--- config.mk ---
export PLATFORM = sky130hd
export DESIGN_NAME = isc_exec
export DESIGN_NICKNAME = d
export VERILOG_FILES = /design/src/rtl/isc_pkg.sv /design/src/rtl/isc_decode.sv /design/src/rtl/isc_agen.sv /design/src/rtl/isc_sbc.sv /design/src/rtl/isc_exec.sv
export SDC_FILE = /design/constraint.sdc
export NUM_CORES = 1
export LEC_CHECK = 0
export ABC_AREA = 1
export BUFFER_PORTS_ARGS = -buffer_cell sky130_fd_sc_hd__buf_2
export CAP_MARGIN = 5
export CORE_MARGIN = 2
export CORE_UTILIZATION = 62
export CTS_CLUSTER_SIZE = 10
export DETAILED_ROUTE_END_ITERATION = 10
export GPL_TIMING_DRIVEN = 1
export PLACE_DENSITY = 0.89
export SLEW_MARGIN = 20
export SYNTH_ARGS = -nofsm -noshare
export SYNTH_HDL_FRONTEND = slang
export SYNTH_SLANG_ARGS = --single-unit
--- constraint.sdc ---
create_clock -name clk -period 5.16 [get_ports clk]
set_input_delay 0.258 -clock clk [delete_from_list [all_inputs] [get_ports clk]]
set_output_delay 0.258 -clock clk [all_outputs]
set_load 0.01 [all_outputs]
--- src/rtl/isc_pkg.sv ---
package isc_pkg;
    localparam int DATA_W = 8;
    localparam int ADDR_W = 2 * DATA_W;
    localparam int CYC_W  = 4;
    localparam int PAD_W  = 3;

    localparam int FLG_N = 7;
    localparam int FLG_V = 6;
    localparam int FLG_D = 3;
    localparam int FLG_Z = 1;
    localparam int FLG_C = 0;

    typedef logic [DATA_W-1:0] byte_t;
    typedef logic [ADDR_W-1:0] addr_t;

    typedef enum logic [2:0] {
        AM_ZP, AM_ZPX, AM_ABS, AM_ABSX, AM_ABSY, AM_INDX, AM_INDY
    } amode_e;

    typedef enum logic [2:0] {
        ST_IDLE, ST_PAD, ST_PTR_LO, ST_PTR_HI, ST_PTR_LATCH,
        ST_READ, ST_MODIFY, ST_WRITE
    } state_e;
endpackage

--- src/rtl/isc_decode.sv ---
module isc_decode
    import isc_pkg::*;
(
    input  byte_t            opcode,
    output logic             hit,
    output amode_e           mode,
    output logic [CYC_W-1:0] cycles,
    output logic             indirect
);
    always_comb begin
        hit    = 1'b1;
        mode   = AM_ZP;
        cycles = CYC_W'(5);
        unique case (opcode)
            8'hE7: begin mode = AM_ZP;   cycles = CYC_W'(5); end
            8'hF7: begin mode = AM_ZPX;  cycles = CYC_W'(6); end
            8'hEF: begin mode = AM_ABS;  cycles = CYC_W'(6); end
            8'hFF: begin mode = AM_ABSX; cycles = CYC_W'(7); end
            8'hFB: begin mode = AM_ABSY; cycles = CYC_W'(7); end
            8'hE3: begin mode = AM_INDX; cycles = CYC_W'(8); end
            8'hF3: begin mode = AM_INDY; cycles = CYC_W'(8); end
            default: hit = 1'b0;
        endcase
        indirect = hit && ((mode == AM_INDX) || (mode == AM_INDY));
    end

    // an indirect mode always needs the longest sequence
    always_comb begin
        if (indirect) begin
            assert_indirect_len_R2: assert (cycles == CYC_W'(8));
        end
    end
endmodule

--- src/rtl/isc_agen.sv ---
module isc_agen
    import isc_pkg::*;
(
    input  amode_e mode,
    input  byte_t  lo,
    input  byte_t  hi,
    input  byte_t  x,
    input  byte_t  y,
    input  byte_t  ptr_lo,
    input  byte_t  ptr_hi,
    output byte_t  ptr_a0,
    output byte_t  ptr_a1,
    output addr_t  ea
);
    localparam byte_t ZERO = '0;

    byte_t zp_sum;
    addr_t abs_base;
    addr_t ptr_base;

    always_comb begin
        zp_sum   = lo + x;
        abs_base = {hi, lo};
        ptr_base = {ptr_hi, ptr_lo};
        ptr_a0   = (mode == AM_INDX) ? zp_sum : lo;
        ptr_a1   = ptr_a0 + byte_t'(1);
        unique case (mode)
            AM_ZP:   ea = {ZERO, lo};
            AM_ZPX:  ea = {ZERO, zp_sum};
            AM_ABS:  ea = abs_base;
            AM_ABSX: ea = abs_base + {ZERO, x};
            AM_ABSY: ea = abs_base + {ZERO, y};
            AM_INDX: ea = ptr_base;
            AM_INDY: ea = ptr_base + {ZERO, y};
            default: ea = abs_base;
        endcase
    end
endmodule

--- src/rtl/isc_sbc.sv ---
module isc_sbc
    import isc_pkg::*;
(
    input  byte_t a,
    input  byte_t m,
    input  logic  c_in,
    input  logic  dec_en,
    output byte_t res,
    output logic  n_out,
    output logic  v_out,
    output logic  z_out,
    output logic  c_out
);
    localparam int NIB = DATA_W / 2;

    logic              borrow;
    logic [DATA_W:0]   diff_bin;
    byte_t             bin_res;
    logic [NIB:0]      lo_d;
    logic [NIB:0]      hi_d;
    logic              lo_neg;
    logic              hi_neg;
    logic [NIB-1:0]    lo_fix;
    logic [NIB-1:0]    hi_fix;

    always_comb begin
        borrow   = ~c_in;
        diff_bin = {1'b0, a} - {1'b0, m} - {{DATA_W{1'b0}}, borrow};
        bin_res  = diff_bin[DATA_W-1:0];

        lo_d   = {1'b0, a[NIB-1:0]} - {1'b0, m[NIB-1:0]} - {{NIB{1'b0}}, borrow};
        lo_neg = lo_d[NIB];
        hi_d   = {1'b0, a[DATA_W-1:NIB]} - {1'b0, m[DATA_W-1:NIB]} - {{NIB{1'b0}}, lo_neg};
        hi_neg = hi_d[NIB];
        lo_fix = lo_neg ? (lo_d[NIB-1:0] - NIB'(6)) : lo_d[NIB-1:0];
        hi_fix = hi_neg ? (hi_d[NIB-1:0] - NIB'(6)) : hi_d[NIB-1:0];

        n_out = bin_res[DATA_W-1];
        z_out = (bin_res == '0);
        v_out = ((a[DATA_W-1] ^ m[DATA_W-1]) & (a[DATA_W-1] ^ bin_res[DATA_W-1]));
        if (dec_en) begin
            res   = {hi_fix, lo_fix};
            c_out = ~hi_neg;
        end else begin
            res   = bin_res;
            c_out = ~diff_bin[DATA_W];
        end
    end

    // adding the subtrahend and borrow back must restore A
    always_comb begin
        if (!dec_en) begin
            assert_bin_diff_R5: assert (byte_t'(res + m + {{(DATA_W-1){1'b0}}, borrow}) == a);
        end
    end
endmodule

--- src/rtl/isc_exec.sv ---
module isc_exec
    import isc_pkg::*;
(
    input  logic              clk,
    input  logic              rst_n,
    input  logic              start,
    input  logic [DATA_W-1:0] opcode,
    input  logic [DATA_W-1:0] oper_lo,
    input  logic [DATA_W-1:0] oper_hi,
    input  logic [DATA_W-1:0] x_in,
    input  logic [DATA_W-1:0] y_in,
    input  logic [DATA_W-1:0] acc_in,
    input  logic [DATA_W-1:0] flags_in,
    output logic [ADDR_W-1:0] mem_addr,
    input  logic [DATA_W-1:0] mem_rdata,
    output logic [DATA_W-1:0] mem_wdata,
    output logic              mem_we,
    output logic              done,
    output logic [DATA_W-1:0] acc_out,
    output logic [DATA_W-1:0] flags_out
);
    localparam byte_t ZERO = '0;

    state_e           state, state_nx;
    amode_e           mode_r;
    byte_t            lo_r, hi_r, x_r, y_r, acc_r, flg_r;
    byte_t            ptr_lo_r, ptr_hi_r, data_r;
    logic             ind_r;
    logic [PAD_W-1:0] pad_r;
    logic [CYC_W-1:0] cyc_need_r, cyc_cnt_r;

    logic             dec_hit, dec_ind;
    amode_e           dec_mode;
    logic [CYC_W-1:0] dec_cycles;
    logic             accept;

    byte_t            ptr_a0, ptr_a1;
    addr_t            ea;
    byte_t            m_inc;
    byte_t            alu_res;
    logic             alu_n, alu_v, alu_z, alu_c;
    byte_t            flg_next;

    isc_decode u_decode (
        .opcode   (opcode),
        .hit      (dec_hit),
        .mode     (dec_mode),
        .cycles   (dec_cycles),
        .indirect (dec_ind)
    );

    isc_agen u_agen (
        .mode   (mode_r),
        .lo     (lo_r),
        .hi     (hi_r),
        .x      (x_r),
        .y      (y_r),
        .ptr_lo (ptr_lo_r),
        .ptr_hi (ptr_hi_r),
        .ptr_a0 (ptr_a0),
        .ptr_a1 (ptr_a1),
        .ea     (ea)
    );

    assign m_inc = mem_rdata + byte_t'(1);

    isc_sbc u_sbc (
        .a      (acc_r),
        .m      (m_inc),
        .c_in   (flg_r[FLG_C]),
        .dec_en (flg_r[FLG_D]),
        .res    (alu_res),
        .n_out  (alu_n),
        .v_out  (alu_v),
        .z_out  (alu_z),
        .c_out  (alu_c)
    );

    always_comb begin
        flg_next        = flg_r;
        flg_next[FLG_N] = alu_n;
        flg_next[FLG_V] = alu_v;
        flg_next[FLG_Z] = alu_z;
        flg_next[FLG_C] = alu_c;
    end

    assign accept = (state == ST_IDLE) && start && dec_hit;

    // next-state logic
    always_comb begin
        state_nx = state;
        unique case (state)
            ST_IDLE:      if (accept) state_nx = ST_PAD;
            ST_PAD:       if (pad_r == PAD_W'(1)) state_nx = ind_r ? ST_PTR_LO : ST_READ;
            ST_PTR_LO:    state_nx = ST_PTR_HI;
            ST_PTR_HI:    state_nx = ST_PTR_LATCH;
            ST_PTR_LATCH: state_nx = ST_READ;
            ST_READ:      state_nx = ST_MODIFY;
            ST_MODIFY:    state_nx = ST_WRITE;
            ST_WRITE:     state_nx = ST_IDLE;
            default:      state_nx = ST_IDLE;
        endcase
    end

    // state register
    always_ff @(posedge clk) begin
        if (!rst_n) state <= ST_IDLE;
        else        state <= state_nx;
    end

    // datapath registers
    always_ff @(posedge clk) begin
        if (!rst_n) begin
            mode_r     <= AM_ZP;
            lo_r       <= '0;
            hi_r       <= '0;
            x_r        <= '0;
            y_r        <= '0;
            acc_r      <= '0;
            flg_r      <= '0;
            ind_r      <= 1'b0;
            pad_r      <= '0;
            ptr_lo_r   <= '0;
            ptr_hi_r   <= '0;
            data_r     <= '0;
            acc_out    <= '0;
            flags_out  <= '0;
            cyc_need_r <= '0;
            cyc_cnt_r  <= '0;
        end else begin
            if (accept) begin
                mode_r     <= dec_mode;
                lo_r       <= oper_lo;
                hi_r       <= oper_hi;
                x_r        <= x_in;
                y_r        <= y_in;
                acc_r      <= acc_in;
                flg_r      <= flags_in;
                ind_r      <= dec_ind;
                pad_r      <= dec_ind ? PAD_W'(1) : PAD_W'(dec_cycles - CYC_W'(4));
                cyc_need_r <= dec_cycles;
                cyc_cnt_r  <= CYC_W'(2);
            end else if (state != ST_IDLE) begin
                cyc_cnt_r <= cyc_cnt_r + CYC_W'(1);
            end
            unique case (state)
                ST_PAD:       pad_r    <= pad_r - PAD_W'(1);
                ST_PTR_HI:    ptr_lo_r <= mem_rdata;
                ST_PTR_LATCH: ptr_hi_r <= mem_rdata;
                ST_MODIFY: begin
                    data_r    <= m_inc;
                    acc_out   <= alu_res;
                    flags_out <= flg_next;
                end
                default: ;
            endcase
        end
    end

    // bus and strobe outputs
    always_comb begin
        mem_addr  = ea;
        mem_wdata = data_r;
        mem_we    = 1'b0;
        done      = 1'b0;
        unique case (state)
            ST_PTR_LO: mem_addr = {ZERO, ptr_a0};
            ST_PTR_HI: mem_addr = {ZERO, ptr_a1};
            ST_MODIFY: begin
                mem_we    = 1'b1;
                mem_wdata = mem_rdata;
            end
            ST_WRITE: begin
                mem_we = 1'b1;
                done   = 1'b1;
            end
            default: ;
        endcase
    end

    // the second write follows at the same address with the byte plus one
    assert_rmw_pair_R4: assert property (@(posedge clk) disable iff (!rst_n)
        $rose(mem_we) |=> mem_we && $stable(mem_addr)
                          && (mem_wdata == byte_t'($past(mem_wdata) + byte_t'(1))));

    // no third write in a row
    assert_write_burst_R4: assert property (@(posedge clk) disable iff (!rst_n)
        (mem_we && $past(mem_we)) |=> !mem_we);

    // done lasts one cycle and lands on the second write
    assert_done_once_R9: assert property (@(posedge clk) disable iff (!rst_n)
        done |=> !done);
    assert_done_on_write_R9: assert property (@(posedge clk) disable iff (!rst_n)
        done |-> mem_we && $past(mem_we));

    // final cycle matches the mode's cycle count
    assert_cycle_count_R2: assert property (@(posedge clk) disable iff (!rst_n)
        done |-> (cyc_cnt_r == cyc_need_r));

    // bits outside N, V, Z, C come through unchanged
    assert_flags_kept_R8: assert property (@(posedge clk) disable iff (!rst_n)
        done |-> (flags_out[5:2] == flg_r[5:2]));
endmodule

==> results summary <==
The footprint of the multi-input gates came out at between 4000 and 5000 um^2. Measured against its own limit, the worst slew margin works out to 0.305. The buffers plus inverters on the worst setup path is 3. The via count of the first global-routing pass came out at ~6,600. The overall die width is 108 um. Setup repair after global routing left no endpoint under its margin.

The tool flagged a number of max-cap violations equal to 0. The count of buffers from port buffering is between 100 and 150. After clock tree synthesis, the repair step resized 0 gates. The share of total power dissipated in sequential elements is 0.502. The kind of cell adding the most delay to the critical path is simple AND/OR/NAND/NOR gates. The run finished with clean final reports. In this run the top signal layer used is met4. The latest clock arrival within the worst-skew pair is slightly below 400 ps. The number of antenna violations at the first check in global routing is 0.

The area of the die is 11,700 um^2. Measured along the y axis, the die boundary spans 108 um. The cell sitting at the root of the clock tree is a clkbuf_8. The maximum number of pins on one net before global-route repair is 59.

After clock tree synthesis, the clock-pin slew on the worst setup and hold paths is 100 ps. The cell row count is 38. The final hold slack is around 110 ps. The placed wire-length estimate after detailed placement is roughly 14,000 um. The worst hold path belongs to the class in2reg.

The number of distinct library cells after synthesis is 46. The area growth from synthesis to layout is 11.3%. The post-synthesis sequential area ratio came out at 0.282.

During synthesis, Yosys emitted a total of 0 warnings. The number of diodes came out at 0. The total congestion overflow is 0. The cell count after synthesis came out at approximately 1,100. The switching share of total power came out at 0.316. At the end of the flow, the number of nets in the layout was between 1,000 and 1,500. The biggest cell delay along the critical path came out at 520 ps. The largest fanout on the critical path is 21. The hold buffer count at cts came out at 0. The power density of the placed cells came out at around 200 nW/um^2. The fraction of registers with async set or reset after synthesis is 0. 109 I/O pins were placed. The total placed cells including tap cells is 1,274.

The number of setup buffers added after CTS is 0. The share of layout cells above drive strength 1 is 0.135. By startpoint and endpoint, the worst setup path is classified as reg2out. The length of routed met2 wiring came out at 9040 um. The post-detailed-route wirelength per cell came out at 14.2 um. The number of setup violations in the final report is 0. The worst setup path is captured at an output port. The mean instance size in the synthesized netlist came out at 6.34 um^2. The number of filler cells placed in the layout is 950. The leakage power total came out at 3.62 nW. The slowest cell on the critical path is dfxtp_1.

The combined area of all synthesized cells is 6740 um^2. After detailed routing, the wire length on met1 is 7400 um. The startpoint class of the critical path is a register. The initial standard-cell utilization of the core came out at 0.630. The final critical-path required period is 4030 ps. The worst endpoint data arrival time came out at 3770 ps. The global-route total usage across every layer came out at 0.324. The switching component of the power is 0.475 mW.

The global-route wire length before repair came out at 30,100 um. The clock sink total is 95. The first routing iteration left 503 violations. The core footprint came out at 10,700 um^2. The count of final hold-check violations is 0. The worst-case clock skew came out at between 10 and 15 ps. The met3 wirelength from detailed routing came out at 1260 um. Once layout is complete, the cells apart from fillers number 1,290.

TritonCTS built the clock tree. Synthesis produced a netlist with a net count of approximately 1,200. The transition time of the tightest slew-check pin is 1030 ps.

The number of routed nets with antenna violations is 0. The portion of total power attributed to the clock network is 0.321. The synthesized design contains 0 enable-type register cells. The post-synthesis register bit count is 95. The part of the total power dissipated in combinational logic is 0.177.

The final sum of negative setup slack came out at 0 ps. The peak clock frequency supported by timing came out at 248 MHz. Across the VDD grid, the largest voltage drop is 0.000162 V.

The per-cell via count in the routed design came out at 5.61. Dividing the final minimum period by the clock period gives 0.782. The signal on the critical path passes through inv_2 > nor2_4 > nand2_2 > nand2_1 > o21ai_0 > ha_1 > fa_1 > nand3_1 > nand3_1 > a21oi_1 > o21ai_0 > o211ai_1 > nand3b_1 > nand2_1 > inv_1 > buf_2.

The total DRC errors in the routed layout came out at 0. The H-tree depth came out at 3. The final weighted congestion in routability-driven placement came out at around 0.94. Summed over all layers, the routed wires come to 18,300 um. Counting the buffers created by CTS gives 9. The via total after detailed routing is 7,240. The first detailed-routing pass took 7 iterations. The count of pins over their slew limit came out at 0. Internal power comes to between 1 and 1.5 mW.

The sequential cell area is 1900 um^2. The predominant post-synthesis flop cell is dfxtp_1. The required time of the critical path came out at 4900 ps.

The clock passes through at most 2 buffers.
[through the flow]
| stage | worst slack (ps) | power, mW | cell area (um^2) | util |
|---|---|---|---|---|
| floorplan | 1660 | 0.954 | 6740 | - |
| global placement | 1160 | 1.03 | 7310 | 0.683 |
| detailed placement | 1070 | 1.03 | 7310 | 0.683 |
| CTS | 1190 | 1.51 | 7500 | 0.701 |
| global route | 828 | 1.57 | 7500 | 0.701 |
| finish | 1130 | 1.50 | 7500 | 0.701 |
[cells in the mapped netlist, types with 5 or more instances]
library cell	number	share of area
nand2_1	269	0.15
inv_1	147	0.082
a21oi_1	116	0.086
o21ai_0	102	0.076
dfxtp_1	95	0.28
nand3_1	81	0.060
nor2_1	63	0.035
ha_1	39	0.072
clkbuf_1	27	0.015
xor2_1	13	0.017
nand4_1	12	0.011
nor3_1	12	0.0089
nand2_2	9	0.0084
o211ai_1	9	0.010
buf_2	7	0.0052
fa_1	6	0.018
xnor2_1	6	0.0078
inv_2	5	0.0028
nor2_2	5	0.0046
[area by class of cell]
type	count	share of cell area
clock buffer	9	0.0165
sequential	95	0.254
timing repair buffer	109	0.0741
inverter	153	0.0766
multi-input combinational	777	0.547
clock inverter	7	0.00851
tap	140	0.0234
[cell usage in the layout, fill, tap and decap left out, types with 9 or more instances in the layout]
cell        n
o211ai_1    9
a21oi_1   116
dfxtp_1    95
nand4_1    12
nand2_1   269
buf_2     105
nor2_1     62
inv_1     147
xor2_1     13
nand2_2     9
nand3_1    80
clkbuf_8    9
nor3_1     12
ha_1       39
o21ai_0   102
[layer usage]
layer	vias to the layer above	track usage
met5	-	0
met4	0	0.133
met3	50	0.0603
met2	287	0.580
met1	3261	0.380
li1	3642	-
[cells by family after synthesis]
logic type               count (synthesis)  share of synthesized area
flip-flops                              95                      0.282
AND/OR/NAND/NOR                        459                      0.288
XOR/XNOR                                19                     0.0247
adder cells (fa/ha/maj)                 45                     0.0903
AO/OA/AOI/OAI                          254                      0.205
buffers and inverters                  191                      0.110
[worst reg2reg max path, stage by stage, from the launching register on]
cell and delay [ps]:
dfxtp_1 360, fa_1 440, fa_1 390, inv_1 60, nand2_1 70, nand2_1 60, nand2_1 90, xor2_1 360
fa_1 280, inv_1 60, fa_1 370, nand2_1 100, nand2_1 50, nand2_1 90, xor2_1 300, nor2_1 90
xor2_1 150, o21ai_0 140, a21oi_1 70
[power by group through the flow]
stage | clock [mW] | combinational [mW] | sequential [mW]
after detailed placement | 0 | 0.260 | 0.772
after floorplan | 0 | 0.185 | 0.769
after CTS | 0.488 | 0.264 | 0.755
after global routing | 0.514 | 0.302 | 0.757
after global placement | 0 | 0.255 | 0.771
final | 0.483 | 0.266 | 0.755
[state kept, by name (all words and copies together), names as in the netlist, 8 cells and up]
register   flops
data_r         8
acc_out        8
hi_r           8
x_r            8
ptr_lo_r       8
flags_out      8
y_r            8
ptr_hi_r       8
acc_r          8
lo_r           8
[final timing paths]
kind             start            to  slack, ps  cells after the start
max          mode_r[2]  mem_addr[10]       1130                     16
min reg2reg     y_r[4]        y_r[4]        480                      2
max reg2reg   acc_r[0]    acc_out[7]       1510                     18
min            y_in[3]        y_r[3]        110                      3
No activity file was read; power rests on OpenSTA's default activity.
